<file path="src/rtl/sio_cfg_pkg.sv">
package sio_cfg_pkg;
  localparam logic [7:0] KEY_B0      = 8'h87;
  localparam logic [7:0] KEY_B1      = 8'h01;
  localparam logic [7:0] KEY_B2      = 8'h55;
  localparam logic [7:0] KEY_LAST_LO = 8'h55;
  localparam logic [7:0] KEY_LAST_HI = 8'hAA;
  localparam logic [15:0] ALT_PORT   = 16'h004E;

  localparam logic [7:0] R_EXIT     = 8'h02;
  localparam logic [7:0] R_DEVSEL   = 8'h07;
  localparam logic [7:0] R_ID_HI    = 8'h20;
  localparam logic [7:0] R_ID_LO    = 8'h21;
  localparam logic [7:0] R_FLAGS    = 8'h24;
  localparam logic [7:0] R_FBASE_HI = 8'h64;
  localparam logic [7:0] R_FBASE_LO = 8'h65;
  localparam logic [7:0] EXIT_CODE  = 8'h02;
  localparam logic [7:0] FLASH_DEV  = 8'h07;
  localparam logic [7:0] IDLE_BYTE  = 8'hFF;

  function automatic logic [7:0] last_key_for(input logic [15:0] base);
    return (base == ALT_PORT) ? KEY_LAST_HI : KEY_LAST_LO;
  endfunction
endpackage

</file>
<file path="src/rtl/sio_key_matcher.sv">
module sio_key_matcher
  import sio_cfg_pkg::*;
#(
  parameter logic [7:0] KEY_LAST = 8'h55
) (
  input  logic       clk,
  input  logic       rst_n,
  input  logic       idx_wr,
  input  logic [7:0] wdata,
  input  logic       exit_req,
  output logic       open
);
  logic [1:0] pos_q;
  logic [7:0] expect_b;

  always_comb begin
    unique case (pos_q)
      2'd0:    expect_b = KEY_B0;
      2'd1:    expect_b = KEY_B1;
      2'd2:    expect_b = KEY_B2;
      default: expect_b = KEY_LAST;
    endcase
  end

  always_ff @(posedge clk) begin
    if (!rst_n) begin
      open  <= 1'b0;
      pos_q <= 2'd0;
    end else if (!open) begin
      if (idx_wr) begin
        if (wdata == expect_b) begin
          if (pos_q == 2'd3) begin
            open  <= 1'b1;
            pos_q <= 2'd0;
          end else begin
            pos_q <= pos_q + 2'd1;
          end
        end else begin
          pos_q <= (wdata == KEY_B0) ? 2'd1 : 2'd0;
        end
      end
    end else if (exit_req) begin
      open  <= 1'b0;
      pos_q <= 2'd0;
    end
  end

  AST_OPEN_NEEDS_KEY: assert property (@(posedge clk) disable iff (!rst_n)
    $rose(open) |-> $past(idx_wr && wdata == KEY_LAST)) else $error("open without last key");
  AST_EXIT_CLOSES: assert property (@(posedge clk) disable iff (!rst_n)
    (open && exit_req) |=> !open) else $error("exit ignored");
  AST_EXIT_RESTARTS: assert property (@(posedge clk) disable iff (!rst_n)
    (open && exit_req) |=> pos_q == 2'd0) else $error("key not restarted");
endmodule

</file>
<file path="src/rtl/sio_cfg_regs.sv">
module sio_cfg_regs
  import sio_cfg_pkg::*;
#(
  parameter logic [15:0] CHIP_ID        = 16'h8716,
  parameter logic [15:0] FLASH_BASE_RST = 16'h0A00,
  parameter int          FLAG_W         = 6
) (
  input  logic              clk,
  input  logic              rst_n,
  input  logic              open,
  input  logic              idx_wr,
  input  logic              data_wr,
  input  logic [7:0]        wdata,
  output logic [7:0]        index,
  output logic [7:0]        rd_val,
  output logic              exit_req,
  output logic [15:0]       flash_base,
  output logic [FLAG_W-1:0] flags
);
  localparam int PAD_W = 8 - FLAG_W;

  logic [7:0] devsel_q;
  logic       wr_ok;
  logic       in_flash_dev;

  assign wr_ok        = open && data_wr;
  assign in_flash_dev = (devsel_q == FLASH_DEV);
  assign exit_req     = wr_ok && (index == R_EXIT) && (wdata == EXIT_CODE);

  always_ff @(posedge clk) begin
    if (!rst_n) begin
      index      <= 8'h00;
      devsel_q   <= 8'h00;
      flags      <= '0;
      flash_base <= FLASH_BASE_RST;
    end else begin
      if (open && idx_wr) index <= wdata;
      if (wr_ok) begin
        unique case (index)
          R_DEVSEL: devsel_q <= wdata;
          R_FLAGS:  flags    <= wdata[FLAG_W-1:0];
          R_FBASE_HI: if (in_flash_dev) flash_base[15:8] <= wdata;
          R_FBASE_LO: if (in_flash_dev) flash_base[7:0]  <= wdata;
          default: ;
        endcase
      end
    end
  end

  generate
    if (PAD_W > 0) begin : g_pad
      always_comb begin
        rd_val = 8'h00;
        unique case (index)
          R_ID_HI:    rd_val = CHIP_ID[15:8];
          R_ID_LO:    rd_val = CHIP_ID[7:0];
          R_DEVSEL:   rd_val = devsel_q;
          R_FLAGS:    rd_val = {{PAD_W{1'b0}}, flags};
          R_FBASE_HI: rd_val = in_flash_dev ? flash_base[15:8] : 8'h00;
          R_FBASE_LO: rd_val = in_flash_dev ? flash_base[7:0]  : 8'h00;
          default:    rd_val = 8'h00;
        endcase
      end
    end else begin : g_full
      always_comb begin
        rd_val = 8'h00;
        unique case (index)
          R_ID_HI:    rd_val = CHIP_ID[15:8];
          R_ID_LO:    rd_val = CHIP_ID[7:0];
          R_DEVSEL:   rd_val = devsel_q;
          R_FLAGS:    rd_val = flags[7:0];
          R_FBASE_HI: rd_val = in_flash_dev ? flash_base[15:8] : 8'h00;
          R_FBASE_LO: rd_val = in_flash_dev ? flash_base[7:0]  : 8'h00;
          default:    rd_val = 8'h00;
        endcase
      end
    end
  endgenerate

  AST_LOCKED_HOLDS: assert property (@(posedge clk) disable iff (!rst_n)
    (!open && data_wr) |=> ($stable(devsel_q) && $stable(flags) && $stable(flash_base)))
    else $error("locked write changed state");
  AST_BASE_DEV7_ONLY: assert property (@(posedge clk) disable iff (!rst_n)
    (devsel_q != FLASH_DEV) |=> $stable(flash_base)) else $error("base moved outside dev 7");
  AST_LOCKED_INDEX: assert property (@(posedge clk) disable iff (!rst_n)
    (!open && idx_wr) |=> $stable(index)) else $error("index moved while locked");
endmodule

</file>
<file path="src/rtl/sio_cfg_port.sv">
module sio_cfg_port
  import sio_cfg_pkg::*;
#(
  parameter logic [15:0] BASE_PORT      = 16'h002E,
  parameter logic [15:0] CHIP_ID        = 16'h8716,
  parameter logic [15:0] FLASH_BASE_RST = 16'h0A00,
  parameter int          FLAG_W         = 6
) (
  input  logic              clk,
  input  logic              rst_n,
  input  logic [15:0]       io_addr,
  input  logic              io_wr,
  input  logic              io_rd,
  input  logic [7:0]        io_wdata,
  output logic [7:0]        io_rdata,
  output logic              cfg_open,
  output logic [15:0]       flash_base,
  output logic [FLAG_W-1:0] flash_flags
);
  localparam logic [15:0] DATA_PORT = BASE_PORT + 16'd1;
  localparam logic [7:0]  KEY_LAST  = last_key_for(BASE_PORT);

  logic       hit_idx, hit_dat;
  logic       idx_wr, dat_wr;
  logic       exit_req;
  logic [7:0] index, rd_val;

  assign hit_idx = (io_addr == BASE_PORT);
  assign hit_dat = (io_addr == DATA_PORT);
  assign idx_wr  = io_wr && hit_idx;
  assign dat_wr  = io_wr && hit_dat;

  sio_key_matcher #(.KEY_LAST(KEY_LAST)) u_key (
    .clk      (clk),
    .rst_n    (rst_n),
    .idx_wr   (idx_wr),
    .wdata    (io_wdata),
    .exit_req (exit_req),
    .open     (cfg_open)
  );

  sio_cfg_regs #(
    .CHIP_ID        (CHIP_ID),
    .FLASH_BASE_RST (FLASH_BASE_RST),
    .FLAG_W         (FLAG_W)
  ) u_regs (
    .clk        (clk),
    .rst_n      (rst_n),
    .open       (cfg_open),
    .idx_wr     (idx_wr),
    .data_wr    (dat_wr),
    .wdata      (io_wdata),
    .index      (index),
    .rd_val     (rd_val),
    .exit_req   (exit_req),
    .flash_base (flash_base),
    .flags      (flash_flags)
  );

  always_comb begin
    io_rdata = IDLE_BYTE;
    if (io_rd && cfg_open) begin
      if (hit_idx)      io_rdata = index;
      else if (hit_dat) io_rdata = rd_val;
    end
  end

  AST_LOCKED_READ_FF: assert property (@(posedge clk) disable iff (!rst_n)
    (io_rd && !cfg_open) |-> io_rdata == IDLE_BYTE) else $error("locked read leaked");
  AST_ID_HI_READ: assert property (@(posedge clk) disable iff (!rst_n)
    (io_rd && cfg_open && hit_dat && index == R_ID_HI) |-> io_rdata == CHIP_ID[15:8])
    else $error("bad id high");
  AST_ID_LO_READ: assert property (@(posedge clk) disable iff (!rst_n)
    (io_rd && cfg_open && hit_dat && index == R_ID_LO) |-> io_rdata == CHIP_ID[7:0])
    else $error("bad id low");
  AST_OFF_ADDR_IDLE: assert property (@(posedge clk) disable iff (!rst_n)
    (!hit_idx && !hit_dat) |-> io_rdata == IDLE_BYTE) else $error("undecoded address driven");
endmodule

</file>
<file path="config.mk">
export PLATFORM = sky130hd
export DESIGN_NAME = sio_cfg_port
export DESIGN_NICKNAME = d
export VERILOG_FILES = /design/src/rtl/sio_cfg_pkg.sv /design/src/rtl/sio_key_matcher.sv /design/src/rtl/sio_cfg_regs.sv /design/src/rtl/sio_cfg_port.sv
export SDC_FILE = /design/constraint.sdc
export NUM_CORES = 1
export LEC_CHECK = 0
export ABC_AREA = 1
export CAP_MARGIN = 20
export CORE_MARGIN = 5
export CORE_UTILIZATION = 53
export DETAILED_ROUTE_END_ITERATION = 12
export GPL_TIMING_DRIVEN = 0
export PLACE_DENSITY = 0.85
export SYNTH_ARGS = -nofsm -noshare
export SYNTH_HDL_FRONTEND = slang
export SYNTH_SLANG_ARGS = --single-unit
</file>
<file path="constraint.sdc">
create_clock -name clk -period 2.7 [get_ports clk]
set_input_delay 0.54 -clock clk [delete_from_list [all_inputs] [get_ports clk]]
set_output_delay 0.54 -clock clk [all_outputs]
set_load 0.02 [all_outputs]
</file>
==> results of run 1 <==
## power by group
| group | internal (mW) | leakage, nW | switching, mW |
|---|---|---|---|
| registers | 0.604 | 0.330 | 0.000000481 |
| clock network | 0.269 | 0.0540 | 0.217 |
| logic | 0.0430 | 1.10 | 0.0489 |
## Yosys cell counts (2+ instances only)
master	count	area share, %
inv_1	41	6.4
nor2_2	4	1.0
nand3b_1	2	0.62
nand3_1	30	6.2
nor2_1	98	15
dfxtp_1	41	34
nand2_2	3	0.77
nand4_1	8	2.1
a21oi_1	8	1.7
o21ai_0	46	9.5
inv_2	6	0.93
clkbuf_1	6	0.93
nand2_1	83	13
ha_1	5	2.6
nor2_4	5	2.3
buf_2	3	0.62
## flip-flops by register name, summed over array words and instances (netlist names)
register,count
u_key.pos_q,2
u_regs.flash_base,16
u_regs.flags,6
u_regs.index,8
u_key.open,1
u_regs.devsel_q,8
## layout make-up
class                   instances  area share [%]
multi-input cells             298           44.64
flip-flops and latches         41           25.47
repair buffers                 59           17.51
inverters                      48           5.707
clock buffers                   5           2.135
well taps                      52           2.019
plain buffers                   9           1.436
clock inverters                 2           1.087
## through the flow
stage	TNS [ns]	cell area [um^2]	util, %	hold slack [ns]	std cells
finish	0	3223	73.52	0.4992	514
detailed placement	-3.221	3039	69.32	0.4805	503
floorplan	0	2424	-	0.4562	396
CTS	0	3167	72.23	0.5002	512
global route	-0.1367	3223	73.52	0.5237	514
global placement	-2.955	3039	69.32	0.4733	503
## kinds of logic after synthesis
logic type | after synthesis
adder cells (fa/ha/maj) | 5
AND/OR/NAND/NOR | 238
buffers and inverters | 57
AO/OA/AOI/OAI | 55
flip-flops | 41
## worst reg2reg max path, delay by kind of cell (launching register included)
kind | cells | cell delay (ns)
buffers and inverters | 2 | 0.18
and+or+nand+nor | 7 | 1.06
DFF | 1 | 0.31
## repair_timing
action | 4_1_cts | 5_1_grt
setup buffers | 2 | 2
setup endpoints to repair | 8 | 8
resized for setup | 23 | 17
pin swaps | 2 | 4
## worst max-delay path by stage
stage                     slack [ns]     endpoint         from  depth (start not counted)
after floorplan                 0.56  io_rdata[6]   io_addr[7]                          7
after global placement         -0.51  io_rdata[6]  io_addr[15]                         10
after detailed placement       -0.54  io_rdata[6]  io_addr[13]                         10
after CTS                       0.02  io_rdata[7]   io_addr[7]                          9
after global routing           -0.04  io_rdata[0]   io_addr[3]                          8
final                          0.009  io_rdata[3]   io_addr[7]                          9
## metal layers
| metal | global-route usage, % | wire length (um) |
|---|---|---|
| met1 | 32.21 | 3208 |
| met3 | 4.745 | 568 |
| met2 | 40.65 | 3752 |
| met4 | 11.68 | 202 |
| met5 | 0 | 0 |
==> reports/results.ini, run 1 <==
[run_status]
status=completed

[hold_path]
worst_hold_path.endpoint=u_regs.flash_base[9]
min_path_type=reg -> reg
holdPathStages=2
min_from=u_regs.flash_base[9]

[detailed_routing]
via_per_inst=5.494
vias=2824
drc=0
wl_per_cell_um=15.04
initialDrtViolationCount=309
drt-pass1-iter-count=6
drt-total-wl_um=7732
ant_nets=0

[die]
die_w_um=77.62
dieHeight_um=77.62
core_area_um2=4384
start_util_pct=55.28
io_pins=59
row_count=24
dieArea_um2=6025

[setup_path]
critical_path_arrival_ns=2.15
critical-path-max-stage-delay_ns=0.40
critical_path_required_ns=2.16
end_kind=output port
worstRegToRegCells=9
crit_chain=clkdlybuf4s50_1 > or2_1 > nor2_4 > nand3_2 > inv_4 > nand4_1 > nand2_1 > nand2_1 > clkdlybuf4s15_2
crit_buf_inv=3
crit_family=simple AND/OR/NAND/NOR gates
startpoint_type=input port
criticalPathCategory=in -> out
r2r_start=u_regs.index[5]
worstReg2RegEnd=u_regs.flash_base[14]
crit_top_cell=nand2_1
cp_max_fo=8
critPathSlowestCell=clkdlybuf4s50_1
r2r_setup_slack_ns=1.05

[logic_synthesis]
ys_async_sr_fraction_pct=0
syn_nets=429
synth_xor_xnor_area_share_pct=0
synth_compound_area_share_pct=11.46
syn_avg_cell_area_um2=6.120
synth_area_um2=2424
ys_seq_elements=41
synth_warnings=0
synthMuxAreaShare_pct=0
synth_cell_types=23
synthAdderAreaFrac_pct=2.581
seq_area_frac_synth_pct=33.87
synth_edf_count=0
yosys.area_share.simple_pct=43.06
synthCells=396
synth_top_family_by_area=simple AND/OR/NAND/NOR gates
synth_ff_type=dfxtp_1

[placed_design]
place_congestion=0.9155
numPortBuffers=55
preCtsSetupSlack_ns=-0.5418
dp_hpwl_um=5421

[final_layout]
multi_input_area_um2=1439
syn_to_final_growth_pct=32.99
drive_gt1_share_pct=10.61
nets=495
mostFrequentLayoutCell=nor2_1
n_antenna_cell=0
ff_latch_area_um2=820.8
final_cell_mix=93 x nor2_1, 83 x nand2_1, 47 x clkdlybuf4s50_1
nFillCells=378

[cts]
tritoncts=done
cts_buffers=5
cts.clk_slew.worst_paths_ns=0.08
root_buffer=clkbuf_8
htree_num_levels=2
cts_buffer_depth=2
hold_buffers=0
clock-sinks=41
clock_latency_ns=0.30

[sta]
slew_headroom_pct=68.63
setup_slack_ns=0.009458
min_period_over_period_pct=99.65
layout_min_cycle_time_ns=2.691
slew_violations=0
tightestPinTransition_ns=0.4705
setup_viol_count_final=0
finClkSkew_ns=0.008510
fmax_mhz=371.7
finalHoldViolCount=0

[grt]
grt_pass1_wl_um=12340
gr-total-overflow=0
grt_pass1_vias=2636
antenna_found_initial=0
grt_max_degree=13
grt_use_total_pct=25.14

[power_and_ir_drop]
power_density_nw_per_um2=366.7
vdd_drop_max_mv=0.2685
total_power_mw=1.182
leakage_nw=1.480

[run]
drv_cap=0

Power figures use the tool's default switching activity.
==> run 2: changes to the inputs <==
--- a/config.mk
+++ b/config.mk
@@ -12,6 +12,7 @@
 export DETAILED_ROUTE_END_ITERATION = 12
 export GPL_TIMING_DRIVEN = 0
 export PLACE_DENSITY = 0.85
+export SLEW_MARGIN = 10
 export SYNTH_ARGS = -nofsm -noshare
 export SYNTH_HDL_FRONTEND = slang
 export SYNTH_SLANG_ARGS = --single-unit
==> results of run 2 <==
Final layout, timing and power as in run 1 (identical DEF).
